## src/rtl/fcs_pkg.sv

```systemverilog
package fcs_pkg;
  localparam int unsigned NUM_DEV = 4;
  localparam int unsigned NUM_CH  = 2;

  typedef enum logic [2:0] {
    WIN_A1   = 3'd0,
    WIN_A2   = 3'd1,
    WIN_B1   = 3'd2,
    WIN_B2   = 3'd3,
    WIN_NONE = 3'd4
  } win_e;
endpackage

```

## src/rtl/fcs_limit_regs.sv

```systemverilog
module fcs_limit_regs
  import fcs_pkg::*;
#(
  parameter int unsigned        ADDR_W        = 32,
  parameter int unsigned        WIN_SIZE      = 1024,
  parameter logic [ADDR_W-1:0]  MAP_BASE      = '0,
  parameter bit                 BASE_INTERNAL = 1'b0
) (
  input  logic              clk_i,
  input  logic              rst_ni,
  input  logic              we_i,
  input  logic [1:0]        sel_i,
  input  logic [ADDR_W-1:0] data_i,
  output logic [ADDR_W-1:0] lim_o [NUM_DEV]
);
  localparam logic [ADDR_W-1:0] BASE_ADD = BASE_INTERNAL ? '0 : MAP_BASE;

  logic [ADDR_W-1:0] lim_q [NUM_DEV];

  for (genvar k = 0; k < NUM_DEV; k++) begin : g_lim
    localparam logic [ADDR_W-1:0] RST_VAL = ADDR_W'((k + 1) * WIN_SIZE) + BASE_ADD;
    always_ff @(posedge clk_i or negedge rst_ni) begin
      if (!rst_ni)                           lim_q[k] <= RST_VAL;
      else if (we_i && sel_i == 2'(k))       lim_q[k] <= data_i;
    end
    assign lim_o[k] = lim_q[k];
  end

  // written value visible the next cycle
  p_write_lands_r8: assert property (@(posedge clk_i) disable iff (!rst_ni)
    we_i |=> lim_q[$past(sel_i)] == $past(data_i));
endmodule

```

## src/rtl/fcs_win_decode.sv

```systemverilog
module fcs_win_decode
  import fcs_pkg::*;
#(
  parameter int unsigned        ADDR_W        = 32,
  parameter logic [ADDR_W-1:0]  MAP_BASE      = '0,
  parameter bit                 BASE_INTERNAL = 1'b0
) (
  input  logic [ADDR_W-1:0] addr_i,
  input  logic [ADDR_W-1:0] lim_i [NUM_DEV],
  output win_e              win_o,
  output logic [ADDR_W-1:0] ofs_o
);
  logic [ADDR_W-1:0] eff;
  logic [ADDR_W-1:0] low;
  logic [ADDR_W-1:0] bound [NUM_DEV+1];
  logic [NUM_DEV-1:0] hit;

  if (BASE_INTERNAL) begin : g_int
    assign eff = addr_i - MAP_BASE;
    assign low = '0;
  end else begin : g_ext
    assign eff = addr_i;
    assign low = MAP_BASE;
  end

  assign bound[0] = low;
  for (genvar k = 0; k < NUM_DEV; k++) begin : g_cmp
    assign bound[k+1] = lim_i[k];
    assign hit[k]     = eff < lim_i[k];
  end

  // lowest-numbered hit wins
  always_comb begin
    win_o = WIN_NONE;
    ofs_o = '0;
    if (eff >= low) begin
      for (int k = NUM_DEV - 1; k >= 0; k--) begin
        if (hit[k]) begin
          win_o = win_e'(k);
          ofs_o = eff - bound[k];
        end
      end
    end
  end
endmodule

```

## src/rtl/fcs_out_reg.sv

```systemverilog
module fcs_out_reg
  import fcs_pkg::*;
#(
  parameter int unsigned ADDR_W = 32
) (
  input  logic              clk_i,
  input  logic              rst_ni,
  input  logic              valid_i,
  input  win_e              win_i,
  input  logic [ADDR_W-1:0] ofs_i,
  output logic              vld_o,
  output logic              bus_o,
  output logic [1:0]        cs_o,
  output logic [ADDR_W-1:0] ofs_o,
  output logic              oor_o
);
  logic              bus_d;
  logic [1:0]        cs_d;
  logic [ADDR_W-1:0] ofs_d;
  logic              oor_d;

  always_comb begin
    bus_d = 1'b0;
    cs_d  = 2'b00;
    ofs_d = ofs_i;
    oor_d = 1'b0;
    unique case (win_i)
      WIN_A1:  cs_d = 2'b01;
      WIN_A2:  cs_d = 2'b10;
      WIN_B1:  begin bus_d = 1'b1; cs_d = 2'b01; end
      WIN_B2:  begin bus_d = 1'b1; cs_d = 2'b10; end
      default: begin oor_d = 1'b1; ofs_d = '0; end
    endcase
  end

  always_ff @(posedge clk_i or negedge rst_ni) begin
    if (!rst_ni) begin
      vld_o <= 1'b0;
      bus_o <= 1'b0;
      cs_o  <= 2'b00;
      ofs_o <= '0;
      oor_o <= 1'b0;
    end else begin
      vld_o <= valid_i;
      if (valid_i) begin
        bus_o <= bus_d;
        cs_o  <= cs_d;
        ofs_o <= ofs_d;
        oor_o <= oor_d;
      end
    end
  end

  p_lat_rise_r10: assert property (@(posedge clk_i) disable iff (!rst_ni)
    valid_i |=> vld_o);
  p_lat_idle_r10: assert property (@(posedge clk_i) disable iff (!rst_ni)
    !valid_i |=> !vld_o);
  p_hold_r11: assert property (@(posedge clk_i) disable iff (!rst_ni)
    !valid_i |=> ($stable(bus_o) && $stable(cs_o) && $stable(ofs_o) && $stable(oor_o)));
  p_no_chip_r6: assert property (@(posedge clk_i) disable iff (!rst_ni)
    oor_o |-> (cs_o == 2'b00 && !bus_o && ofs_o == '0));
  p_cs_single_r2: assert property (@(posedge clk_i) disable iff (!rst_ni)
    $onehot0(cs_o) && (oor_o || !vld_o || $countones(cs_o) == 1));
endmodule

```

## src/rtl/flash_cs_decoder.sv

```systemverilog
module flash_cs_decoder
  import fcs_pkg::*;
#(
  parameter int unsigned        ADDR_W        = 32,
  parameter int unsigned        WIN_SIZE      = 1024,
  parameter logic [ADDR_W-1:0]  MAP_BASE      = 32'h2000_0000,
  parameter bit                 BASE_INTERNAL = 1'b0
) (
  input  logic              clk_i,
  input  logic              rst_ni,
  input  logic              cfg_we_i,
  input  logic [1:0]        cfg_sel_i,
  input  logic [ADDR_W-1:0] cfg_data_i,
  input  logic              rd_valid_i,
  input  logic [ADDR_W-1:0] rd_addr_i,
  input  logic              cmd_valid_i,
  input  logic [ADDR_W-1:0] cmd_addr_i,
  output logic              rd_vld_o,
  output logic              rd_bus_o,
  output logic [1:0]        rd_cs_o,
  output logic [ADDR_W-1:0] rd_ofs_o,
  output logic              rd_oor_o,
  output logic              cmd_vld_o,
  output logic              cmd_bus_o,
  output logic [1:0]        cmd_cs_o,
  output logic [ADDR_W-1:0] cmd_ofs_o,
  output logic              cmd_oor_o
);
  logic [ADDR_W-1:0] lim [NUM_DEV];

  logic              req_v   [NUM_CH];
  logic [ADDR_W-1:0] req_a   [NUM_CH];
  logic              res_vld [NUM_CH];
  logic              res_bus [NUM_CH];
  logic [1:0]        res_cs  [NUM_CH];
  logic [ADDR_W-1:0] res_ofs [NUM_CH];
  logic              res_oor [NUM_CH];

  fcs_limit_regs #(
    .ADDR_W(ADDR_W), .WIN_SIZE(WIN_SIZE),
    .MAP_BASE(MAP_BASE), .BASE_INTERNAL(BASE_INTERNAL)
  ) u_lim (
    .clk_i, .rst_ni,
    .we_i(cfg_we_i), .sel_i(cfg_sel_i), .data_i(cfg_data_i),
    .lim_o(lim)
  );

  assign req_v[0] = rd_valid_i;
  assign req_a[0] = rd_addr_i;
  assign req_v[1] = cmd_valid_i;
  assign req_a[1] = cmd_addr_i;

  for (genvar c = 0; c < NUM_CH; c++) begin : g_ch
    win_e              win;
    logic [ADDR_W-1:0] ofs;

    fcs_win_decode #(
      .ADDR_W(ADDR_W), .MAP_BASE(MAP_BASE), .BASE_INTERNAL(BASE_INTERNAL)
    ) u_dec (
      .addr_i(req_a[c]), .lim_i(lim), .win_o(win), .ofs_o(ofs)
    );

    fcs_out_reg #(.ADDR_W(ADDR_W)) u_reg (
      .clk_i, .rst_ni,
      .valid_i(req_v[c]), .win_i(win), .ofs_i(ofs),
      .vld_o(res_vld[c]), .bus_o(res_bus[c]), .cs_o(res_cs[c]),
      .ofs_o(res_ofs[c]), .oor_o(res_oor[c])
    );
  end

  assign rd_vld_o  = res_vld[0];
  assign rd_bus_o  = res_bus[0];
  assign rd_cs_o   = res_cs[0];
  assign rd_ofs_o  = res_ofs[0];
  assign rd_oor_o  = res_oor[0];
  assign cmd_vld_o = res_vld[1];
  assign cmd_bus_o = res_bus[1];
  assign cmd_cs_o  = res_cs[1];
  assign cmd_ofs_o = res_ofs[1];
  assign cmd_oor_o = res_oor[1];

  // equal requests on both channels give equal results
  p_ch_agree_r12: assert property (@(posedge clk_i) disable iff (!rst_ni)
    (rd_valid_i && cmd_valid_i && rd_addr_i == cmd_addr_i) |=>
      (rd_bus_o == cmd_bus_o && rd_cs_o == cmd_cs_o &&
       rd_ofs_o == cmd_ofs_o && rd_oor_o == cmd_oor_o));
endmodule

```

## config.mk

```make
export PLATFORM = sky130hd
export DESIGN_NAME = flash_cs_decoder
export DESIGN_NICKNAME = d
export VERILOG_FILES = /design/src/rtl/fcs_pkg.sv /design/src/rtl/fcs_limit_regs.sv /design/src/rtl/fcs_win_decode.sv /design/src/rtl/fcs_out_reg.sv /design/src/rtl/flash_cs_decoder.sv
export SDC_FILE = /design/constraint.sdc
export NUM_CORES = 1
export LEC_CHECK = 0
export ABC_AREA = 1
export CAP_MARGIN = 10
export CORE_MARGIN = 2
export CORE_UTILIZATION = 45
export DETAILED_ROUTE_END_ITERATION = 10
export GPL_ROUTABILITY_DRIVEN = 0
export GPL_TIMING_DRIVEN = 0
export MAX_ROUTING_LAYER = met4
export PLACE_DENSITY_LB_ADDON = 0.2
export SYNTH_ARGS = -nofsm -noshare
export SYNTH_HDL_FRONTEND = slang
export SYNTH_HIERARCHICAL = 1
export SYNTH_SLANG_ARGS = --single-unit
export TNS_END_PERCENT = 50
```

## constraint.sdc

```tcl
create_clock -name clk_i -period 3.4 [get_ports clk_i]
set_input_delay 0.51 -clock clk_i [delete_from_list [all_inputs] [get_ports clk_i]]
set_output_delay 0.51 -clock clk_i [all_outputs]
set_load 0.01 [all_outputs]
```

# Word level (Yosys, flattened, before mapping)
# Cells that the tools add are included.
# classes
n_addsub	8
magnitude_cmp	10
reduce_logical	15
muxes	28
eq_ne	9
# ops
operator	count
$mux W32	12
$lt A32 B32 Y1	8
$sub A32 B32 Y32	6
$ge A32 B30 Y1 const B	2
$sub A32 B30 Y32 const B	2
$mux W3	10
$eq A3 B2 Y1 const B	4
$reduce_or A2 Y1	6
$pmux W2 S2	2
$reduce_or A4 Y1	2
$eq A3 B1 Y1 const B	2
$logic_not A3 Y1	2
$eq A2 B2 Y1 const B	2
$logic_and A1 B1 Y1	4
$mux W1	4
$eq A2 B1 Y1 const B	1
$logic_not A2 Y1	1
# word_totals
inputBits	103
output_inout_bits	74
ff_bits	202
word_cells	84

# Longest topological paths before layout
# depth
depth_word	9
depth_mapped	22
ltp_nobuf	21

# Hierarchy
# Netlist, hierarchy kept.
# by_module_without_submodules
mod	n_inst	seq_area_each_um2	cells_each	area_per_inst_um2
fcs_win_decode (g_ch[1].u_dec)	1	0.0	1762	8947.3
fcs_win_decode (g_ch[0].u_dec)	1	0.0	1727	8765.9
fcs_limit_regs	1	3214.3	569	5200.0
fcs_out_reg	2	925.9	157	1482.7

# Least setup slack after synthesis
# Ideal clock, no wire load.
# synth_path
path_type	input -> register
startpoint	input rd_addr_i[0]
endpoint	register g_ch[0].u_reg.cs_o[0]
slack_ps	523
setup_time_ps	117
required_ps	3283
arrival_ps	2759
stages	19
n_path_buf	2
path_cell_list	inv_1 ha_1 fa_1 inv_1 nand2_1 o21ai_2 nand4_1 nand3_2 nand2_1 nand2_2 nand3_1 nand2_1 buf_4 inv_1 o31ai_1 inv_2 buf_2 nand3_1 nand2_1
# synth_between
elab_chain_len	9
word_cells_on_any_way	17
# synth_lines
element	line_no	source
from (decl)	flash_cs_decoder.sv:15	input logic [ADDR_W-1:0] rd_addr_i,
$lt A32 B32 Y1	fcs_win_decode.sv:29	assign hit[k] = eff < lim_i[k];
$mux W3 (4 in series)	fcs_win_decode.sv:38	if (hit[k]) begin
$mux W3 *	fcs_win_decode.sv:36	if (eff >= low) begin
named net g_ch[0].win[2]	flash_cs_decoder.sv:54	win_e win;
$eq A3 B1 Y1 (tied with other cells)	fcs_out_reg.sv:27	unique case (win_i)
$reduce_or A2 Y1 (no line)	-	
$pmux W2 S2 *	fcs_out_reg.sv:27	
to (signal assigned)	fcs_out_reg.sv:47	cs_o <= cs_d;
to (decl)	fcs_out_reg.sv:13	output logic [1:0] cs_o,
# The timed path passes the listed nets; every way through them passes the cells marked *.
# A chain may end at the register's enable or synchronous reset.

# Worst setup path in the final report
# layout_path
startpoint	input rd_addr_i[0]
endpoint	register g_ch[0].u_reg.ofs_o[0]
# layout_between
word_cells_on_any_way	25
# layout_rtl
element	line_no	source
$sub A32 B32 Y32 / $lt A32 B32 Y1 (equally long branches)	fcs_win_decode.sv:40, fcs_win_decode.sv:29	
$mux W32 (4 in series)	fcs_win_decode.sv:38	
$mux W32 *	fcs_win_decode.sv:36	
named net g_ch[0].ofs[0]	flash_cs_decoder.sv:55	logic [ADDR_W-1:0] ofs;
$mux W32 *	fcs_out_reg.sv:27	
to (signal assigned)	fcs_out_reg.sv:48	ofs_o <= ofs_d;
to (decl)	fcs_out_reg.sv:14	output logic [ADDR_W-1:0] ofs_o,
# Marked as above.

==> impl_metrics.py <==
metrics = {
    "synth": {
        "synth_most_common_cell": "nand2_1",
        "postSynthAreaPerCell_um2": 5.92,
        "synth_cell_types": 50,
        "ys_warn_count": 6,
        "synth_area_leaders": "nand2_1, dfrtp_1, ha_1",
        "async_flop_share": 1.00,
        "synth.yosys.seq_area_share": 0.196,
        "synth_edf_count": 0,
        "synth_top_area_frac": 0.225,
        "yosys-top-cells-count": "nand2_1, inv_1, nor2_1",
        "yosys.area.top_type": "nand2_1",
        "syn-cell-area_um2": 25900,
        "synthCells": 4372,
        "synth_flop_cell": "dfrtp_1",
        "ys_seq_elements": 202,
        "synth_nets": 4739,
    },
    "sta": {
        "rsz0062_at_grt": "false",
        "final_hold_viol_count": 2,
        "min_period_over_period": 0.976,
        "maxSlewHeadroom": 0.405,
        "finalClockSkew_ns": 0.0342,
        "min_period_ns": 3.32,
        "holdWs_ns": -0.00658,
        "final-setup-viol-count": 0,
        "drv_slew": 0,
        "tightest_slew_ns": 0.883,
        "setup_tns_ns": 0,
        "setup_ws_ns": 0.0808,
        "clock.fmax_mhz": 301,
    },
    "floorplanning": {
        "rows": 87,
        "io_pins": 177,
        "dieArea_um2": 59400,
        "die_h_um": 244,
        "core_area_um2": 56600,
        "die_w_um": 244,
        "start_util": 0.457,
    },
    "placement": {
        "dp_worst_setup_slack_ns": -0.831,
        "postPlaceCellArea_um2": 28600,
        "portBuffers": 175,
        "post-dp-hpwl_mm": 84.0,
        "placed_cells": 5304,
    },
    "critical_path": {
        "end_kind": "flip-flop",
        "required_ns": 3.90,
        "arrival_ns": 3.82,
        "ff2ff_path_depth": 18,
        "critPathMaxFanout": 8,
        "crit_type": "primary input to flip-flop",
        "crit_path_start_kind": "primary input",
    },
    "run_status": {
        "violations": "hold timing",
        "status": "finished, violations left",
    },
    "detailed_routing": {
        "drt_pass1_iterations": 5,
        "route.vias.total": 28841,
        "via_per_inst": 5.38,
        "ant_nets": 0,
        "routed_wl_mm": 101,
        "drtIter0Drc": 2291,
        "drc": 0,
        "wire_per_inst_um": 18.9,
    },
    "flow_run": {
        "cap_violations": 0,
    },
    "grt": {
        "grt_pass1_vias": 27524,
        "grt_overflow": 0,
        "grt_start_max_net_pins": 104,
        "gr-usage-all-layers": 0.345,
        "antenna_found_initial": 0,
        "grt_pass1_wl_mm": 154,
    },
    "cells_and_area": {
        "design_area_um2": 29700,
        "syn_to_final_growth_pct": 14.6,
        "fin_cells": 5362,
        "fin_nets": 4954,
        "insertedDiodeCount": 0,
        "fillers": 5983,
        "drive_gt1_frac": 0.0543,
    },
    "clock_tree": {
        "cts_buffers": 26,
        "htree_levels": 1,
        "cts_root_buf": "clkbuf_16",
        "clk_latency_ns": 0.58,
        "clkTransAtPathRegs_ns": 0.06,
        "cts_tree": "done",
        "clk_path_buf_depth": 3,
        "cts_sinks": 202,
    },
    "power_and_ir_drop": {
        "p_leak_uw": 0.0163,
        "ir_worst_vdd_mv": 0.409,
        "p_per_area_nw_per_um2": 526,
    },
    "hold_path": {
        "worstHoldPathType": "primary input to async pin",
    },
}
## report_power, final
group | leakage [µW] | internal [µW] | switching, µW
Sequential | 0.00251 | 2920 | 553
Clock | 0.000435 | 1690 | 1170
Combinational | 0.0133 | 3380 | 5880
## logic make-up after synthesis
kind of cell / Yosys count / share of synthesized area
DFF: 202 / 0.196
adders and majority gates: 264 / 0.129
buffers and inverters: 850 / 0.136
xor gates and xnor gates: 107 / 0.0362
AOI/OAI and AO/OA: 557 / 0.118
and+or+nand+nor: 2392 / 0.384
## final timing paths
path,end,slack [ns],from
worst max-delay path,g_ch[0].u_reg/ofs_o[0],0.08,rd_addr_i[0]
max in group asynchronous,u_lim/lim_o[125],2.39,rst_ni
min in group clk_i,g_ch[1].u_reg/vld_o,0.42,cmd_valid_i
worst max register to register,g_ch[1].u_reg/ofs_o[0],0.10,u_lim/lim_o[32]
worst min register to register,g_ch[0].u_reg/ofs_o[23],0.47,g_ch[0].u_reg/ofs_o[23]
worst min-delay path,g_ch[0].u_reg/ofs_o[4],-0.007,rst_ni
## registers in the layout, summed over array words and instances, names as in the netlist
register and cells:
u_lim/lim_o 128, g_ch.u_reg/ofs_o 64, g_ch.u_reg/cs_o 4, g_ch.u_reg/bus_o 2, g_ch.u_reg/oor_o 2, g_ch.u_reg/vld_o 2
## through the flow
| step | util | total power (µW) |
|---|---|---|
| finish | 0.524 | 15600 |
| global route | 0.524 | 16800 |
| CTS | 0.521 | 15400 |
| detailed placement | 0.505 | 12400 |
| global placement | 0.505 | 12300 |
| floorplan | - | 9350 |
## worst max-delay path: stages
cell and delay [ns]:
clkdlybuf4s50_1 0.50, inv_1 0.12, ha_1 0.23, fa_1 0.39
inv_1 0.06, nand2_1 0.06, nand2_1 0.07, nand3b_1 0.09
nand2_1 0.13, nand2_1 0.08, nand2_2 0.20, nand2_1 0.13
nand3_4 0.17, nand3_4 0.20, o22ai_1 0.22, nand2_1 0.13
a21oi_4 0.31, nand3_1 0.12, nand2_1 0.07
## placed cells by master (no fill, tap or decap), types with 8 or more instances in the layout
cell type	Yosys	routed
xor2_1	49	49
dfstp_2	9	9
clkbuf_16	0	26
nand2_1	1549	1549
nand2_2	19	19
nand4_1	123	123
o21a_1	11	11
a21oi_2	23	24
ha_1	258	258
buf_2	54	47
clkdlybuf4s50_1	0	172
buf_4	6	18
clkbuf_1	21	24
dfrtp_1	193	193
a21oi_1	270	268
nor2_2	8	8
nand3_1	293	291
o21ai_1	52	53
buf_6	28	30
o21ai_0	143	142
nor3_1	39	39
inv_2	10	12
o21bai_1	31	31
xnor2_1	58	58
nand3b_1	15	15
nor2_1	323	323
inv_1	721	719
## per-layer routing
layer  wire [µm]  global-route usage  vias up
li1            -                   -    14325
met1       41100               0.418    12904
met2       44800               0.547     1257
met3        7210              0.0343      355
met4        8200               0.229        0
met5           0                   -        -
## layout make-up
class,count,area [µm²],share of cell area
tap,756,946,0.0319
inverter,737,2780,0.0937
clock inverter,16,190,0.00641
clock buffer,31,689,0.0232
timing repair buffer,187,1860,0.0628
buffer,113,764,0.0258
multi-input combinational,3320,17400,0.585
sequential,202,5070,0.171
## repair_timing
item / CTS / global route
pin swaps: 0 / 4
setup endpoints to repair: 60 / 71
resized for setup: 7 / 22
hold buffers: 0 / 0
setup buffers: 1 / 10
No activity file was read; power rests on OpenSTA's default activity.
